===== src/rtl/uart_irq_prio.sv =====
module uart_irq_prio #(
  parameter int DW = 8,
  parameter int EW = 4
) (
  input  logic          clk,
  input  logic          rst_n,
  input  logic          src_lerr,
  input  logic          src_rxdat,
  input  logic          src_tmo,
  input  logic          src_txe,
  input  logic          src_msc,
  input  logic          fifo_en,
  input  logic          ier_wr,
  input  logic [DW-1:0] ier_wdata,
  input  logic          iir_rd,
  input  logic          lsr_rd,
  input  logic          msr_rd,
  output logic [EW-1:0] ier,
  output logic [DW-1:0] iir,
  output logic          irq,
  output logic          ack_lerr,
  output logic          ack_txe,
  output logic          ack_msc
);
  localparam logic [3:0] C_LERR = 4'h6;
  localparam logic [3:0] C_RXD  = 4'h4;
  localparam logic [3:0] C_TMO  = 4'hC;
  localparam logic [3:0] C_TXE  = 4'h2;
  localparam logic [3:0] C_MSC  = 4'h0;
  localparam logic [3:0] C_NONE = 4'h1;

  logic [EW-1:0] ier_q, en;
  logic [DW-1:0] id_q;
  logic          irq_q;
  logic [3:0]    code;

  assign en       = ier_wr ? ier_wdata[EW-1:0] : ier_q;
  assign ack_lerr = lsr_rd;
  assign ack_msc  = msr_rd;
  assign ack_txe  = iir_rd && (id_q[3:0] == C_TXE);

  always_comb begin
    if (src_lerr && en[2] && !lsr_rd)      code = C_LERR;
    else if (src_rxdat && en[0])           code = C_RXD;
    else if (src_tmo)                      code = C_TMO;
    else if (src_txe && en[1] && !ack_txe) code = C_TXE;
    else if (src_msc && en[3] && !msr_rd)  code = C_MSC;
    else                                   code = C_NONE;
  end

  always_ff @(posedge clk or negedge rst_n) begin
    if (!rst_n) begin
      ier_q <= '0;
      id_q  <= DW'(C_NONE);
      irq_q <= 1'b0;
    end else begin
      ier_q <= en;
      id_q  <= {{2{fifo_en}}, {(DW-6){1'b0}}, code};
      irq_q <= ~code[0];
    end
  end

  assign ier = ier_q;
  assign iir = id_q;
  assign irq = irq_q;

  p_irq_follows_id_r10: assert property (@(posedge clk) disable iff (!rst_n)
    irq == ~iir[0]);
  p_ier_low_bits_r5: assert property (@(posedge clk) disable iff (!rst_n)
    ier_wr |=> ier == $past(ier_wdata[EW-1:0]));
  p_fifo_bits_r6: assert property (@(posedge clk) disable iff (!rst_n)
    fifo_en |=> iir[7:4] == 4'b1100);
  p_tmo_unmasked_r4: assert property (@(posedge clk) disable iff (!rst_n)
    (src_tmo && !ier_wr && !(src_lerr && ier_q[2] && !lsr_rd) && !(src_rxdat && ier_q[0]))
      |=> iir[3:0] == 4'hC);
  p_all_masked_r3: assert property (@(posedge clk) disable iff (!rst_n)
    (!ier_wr && ier_q == '0 && !src_tmo) |=> (iir[3:0] == 4'h1 && !irq));
  p_lsr_drop_r7: assert property (@(posedge clk) disable iff (!rst_n)
    lsr_rd |=> iir[3:0] != 4'h6);
  p_msr_drop_r8: assert property (@(posedge clk) disable iff (!rst_n)
    msr_rd |=> iir[3:0] != 4'h0);
  p_txe_drop_r9: assert property (@(posedge clk) disable iff (!rst_n)
    ack_txe |=> iir[3:0] != 4'h2);
endmodule


===== config.mk =====
export PLATFORM = sky130hd
export DESIGN_NAME = uart_irq_prio
export DESIGN_NICKNAME = d
export VERILOG_FILES = /design/src/rtl/uart_irq_prio.sv
export SDC_FILE = /design/constraint.sdc
export NUM_CORES = 1
export LEC_CHECK = 0
export BUFFER_PORTS_ARGS = -buffer_cell sky130_fd_sc_hd__buf_2
export CORE_AREA = 2 2 39 41
export DETAILED_ROUTE_END_ITERATION = 10
export DIE_AREA = 0 0 41 43
export PLACE_DENSITY_LB_ADDON = 0.08
export SLEW_MARGIN = 40
export SYNTH_ARGS = -nofsm -noshare
export SYNTH_HDL_FRONTEND = slang
export SYNTH_SLANG_ARGS = --single-unit

===== constraint.sdc =====
create_clock -name clk -period 2.4 [get_ports clk]
set_input_delay 0 -clock clk [delete_from_list [all_inputs] [get_ports clk]]
set_output_delay 0 -clock clk [all_outputs]
set_load 0.005 [all_outputs]

# Yosys cells after proc, flatten, opt, wreduce, memory -nomap -nowiden
# Cells that the tools add are included.
# totals
n_memories,0
register_bits,10
romBits,0
latchBits,0
out_inout_bits,16
mem_bits_rw,0
elab_cells,22
# op_classes
muxes,6
mul,0
n_shift,0
div,0
order_cmp,0
n_eq_ne,1
bitwise,1
n_reduce_logical,11
add_sub_neg,0
# op_table
op,count
2-to-1 mux 4 bit,4
logical AND 1 bit,8
equality test 4 x 2 -> 1 bit (second input constant),1
logical NOT 1 bit,3
2-to-1 mux 2 bit,1
2-to-1 mux 1 bit,1
NOT 1 bit,1

# Logic depth before layout (Yosys ltp)
# logic_depth
ltp_word,9
mapped_depth,3
depth_no_buf,3

# Worst setup path after synthesis
# OpenSTA, ideal clock, no wires.
# synth_path
path_type,register -> register
start,"register id_q[2], in the netlist iir[2]"
end,"register irq_q, in the netlist irq"
path_buffers,0
t_arrival_ns,0.973
stages_incl_launch_ff,4
path_slack_ns,1.279
required_ns,2.252
synth_period_minus_slack_ns,1.121
path_cell_list,dfrtp_1 nand2b_1 o311ai_4 o2111ai_1
# synth_via
elab_chain_cells,9
# synth_lines
item,line,source
from (decl),33,logic [DW-1:0] id_q;
from (signal assigned),54,id_q <= DW'(C_NONE);
from (signal assigned),58,"id_q <= {{2{fifo_en}}, {(DW-6){1'b0}}, code};"
equality test 4 x 2 -> 1 bit,40,assign ack_txe = iir_rd && (id_q[3:0] == C_TXE);
logical AND 1 bit,40,
logical NOT 1 bit,46,else if (src_txe && en[1] && !ack_txe) code = C_TXE;
logical AND 1 bit,46,
2-to-1 mux 2 bit,46,
2-to-1 mux 4 bit,45,else if (src_tmo) code = C_TMO;
2-to-1 mux 4 bit,44,else if (src_rxdat && en[0]) code = C_RXD;
2-to-1 mux 4 bit,43,if (src_lerr && en[2] && !lsr_rd) code = C_LERR;
NOT 1 bit,59,irq_q <= ~code[0];
to (signal assigned),59,
to (decl),34,logic irq_q;
# Every way passes these cells.

# Final worst setup path
# Ends and elaborated chain as after synthesis.

==> flow_summary.yaml <==
outcome:
  status: "finished clean"
global_routing:
  grt_max_degree: 11
  track_usage: 0.1170
  grt_pass1_wl_mm: 1.338
  globalRouteOverflowTotal: 0
  antenna_found_initial: 0
  grt_pass1_vias: 318
critical_path:
  r2r_start: "iir[2]"
  cp_max_fo: 3
  regToRegEndpoint: "irq"
  reg2reg_setup_slack_ps: 1210
  crit_slowest_cell: "dfrtp_1"
  cp.required_ps: 2520
  critPathLaunchType: "register"
  crit_family: "compound AO/OA/AOI/OAI gates"
  cp_cell_sequence: "nand2b_1, o311ai_4, o2111ai_1"
  crit_type: "reg2reg"
  worst_r2r_path_depth: 3
  cp_slowest_stage_delay_ps: 370
  worstPathArrival_ps: 1310
  path_buf_inv: 0
  crit_path_end_kind: "register"
floorplan:
  die-height_um: 43
  dieArea_mm2: 0.001763
  start_util: 0.3481
  core_mm2: 0.001384
  die_w_um: 41
  num_rows: 14
  ios: 36
finish:
  final_cell_mix: "buf_2 (29), dfrtp_1 (9), nand2b_1 (3), clkbuf_4 (3), dlygate4sd3_1 (3)"
  syn2layout_area_growth_pct: 38.96
  layout_commonest_cell: "buf_2"
  layout.nets: 88
  final_util: 0.4837
  drive_gt1_frac: 0.6119
  num_antenna_cells: 0
drt:
  drcViolationCount: 0
  wl_per_cell_um: 10.88
  drtPass1Iterations: 3
  via_per_inst: 4.422
  wl_um: 903
  postRouteAntennaNets: 0
  route.vias.total: 367
  dr.first_iter.drc_count: 7
synth:
  synthCells: 35
  ys_types: 19
  yosys_warnings: 0
  synth_area_um2: 481.7
  synth_seq_cells: 10
  syn_area_per_cell_um2: 13.76
  synth-seq-area-share: 0.5221
clocking:
  clock-sinks: 10
  ctsLongestPathBuffers: 2
  clk_pin_slew_ps: 70
  h-tree-depth: 1
  post_cts_buffers: 0
  root_buffer: "clkbuf_4"
  cts_resized: 0
  cts_tree: "done"
  clk_latency_ps: 260
  numCtsBuffers: 3
worst_hold_path:
  min-delay-start: "ier_wdata[3]"
  whs_path_depth: 3
  hold_class: "in2reg"
  min_to: "ier[3]"
pwr:
  power-per-cell-area_mw_per_mm2: 586.2
  ir_drop_v: 0.0002775
  leakagePower_uw: 0.0003445
timing:
  skew_ps: 5.781
  min_period_over_period: 0.4959
  rsz0062_at_grt: "false"
  setup_violations: 0
  fin_crit_ps: 1190
  hold_viol_final: 0
  fmaxAchievable_mhz: 840.2
  tns_ps: 0
  slew_viol_final: 0
job:
  maxCapViolCount: 0
placement:
  hpwl_um: 716.9
  gp_congestion: 0.6713
  portBuffers: 29
## per-layer routing
metal / vias up / routed length (um) / GRT usage
li1: 183 / - / -
met1: 161 / 389 / 0.1477
met2: 21 / 407 / 0.1750
met3: 2 / 97 / 0.03141
met4: 0 / 8 / 0.06000
met5: - / 0 / 0
## synthesized netlist by cell type, drive strengths merged
cell type | instances | area [um2]
and3 | 1 | 6.260
o311ai | 1 | 26.28
conb | 1 | 3.750
nand3b | 1 | 20.02
buf | 5 | 37.54
a21o | 1 | 8.760
o2111a | 1 | 11.26
nor3 | 1 | 5.000
dfrtp | 9 | 225.2
o21ai | 1 | 8.760
inv | 1 | 3.750
o2111ai | 1 | 8.760
nand2 | 2 | 7.510
dfstp | 1 | 26.28
nand2b | 3 | 18.77
mux2i | 1 | 10.01
mux2 | 3 | 37.53
a21oi | 1 | 16.27
## what timing repair did
action / 4_1_cts / 5_1_grt
endpoints found under the setup margin: 0 / 0
hold buffers: 3 / 0
endpoints found under the hold margin: 12 / 0
## cell type report
type	instances	area [um2]
Clock buffer	4	26.28
Timing Repair Buffer	32	175.2
Inverter	1	3.754
Sequential cell	10	251.5
Multi-Input combinational cell	20	192.7
Tap cell	16	20.02
Fill cell	141	714.4
## worst max-delay path by stage
stage	startpoint	to	slack, ps	cells after the start
6_report	iir[2]	irq	1210	3
5_1_grt	iir[2]	irq	1110	3
4_1_cts	iir[2]	irq	1200	3
3_5_place_dp	iir[2]	irq	1220	3
3_3_place_gp	iir[2]	irq	1220	3
2_1_floorplan	iir[2]	irq	1280	3
## tightest hold or removal path, cell delays in order
cell	delay [ps]
buf_2	70
mux2i_1	100
inv_1	60
## per-stage QoR
step                      power, uW  area (um2)  instances  setup WS, ps  hold WS (ps)
after floorplan               237.3       485.5         36          1279        -295.6
after global placement        271.5       613.1         76          1217        -129.1
after detailed placement      272.1       613.1         76          1224        -131.4
after CTS                     397.4       669.4         83          1202         6.392
after global routing          417.3       669.4         83          1109         12.86
final                         392.4       669.4         83          1210         1.659
## kinds of logic (layout without fill, tap and decap cells)
group | Yosys count | count (layout) | share of synthesized area
other | 1 | 2 | 0.007785
AO/OA/AOI/OAI | 6 | 6 | 0.1663
AND/OR/NAND/NOR | 8 | 8 | 0.1195
buffers and inverters | 6 | 37 | 0.08572
flip-flops | 10 | 10 | 0.5221
multiplexers | 4 | 4 | 0.09869
## state kept, by name, summed over array words and instances (netlist names)
name / count
ier: 4
iir: 5
irq: 1
## power by group
| part | switching (uW) | total [uW] | internal, uW |
|---|---|---|---|
| sequential | 7.00 | 192 | 185 |
| combinational | 37.0 | 79.5 | 42.5 |
| clock | 56.9 | 121 | 64.2 |
Power figures use the tool's default switching activity.
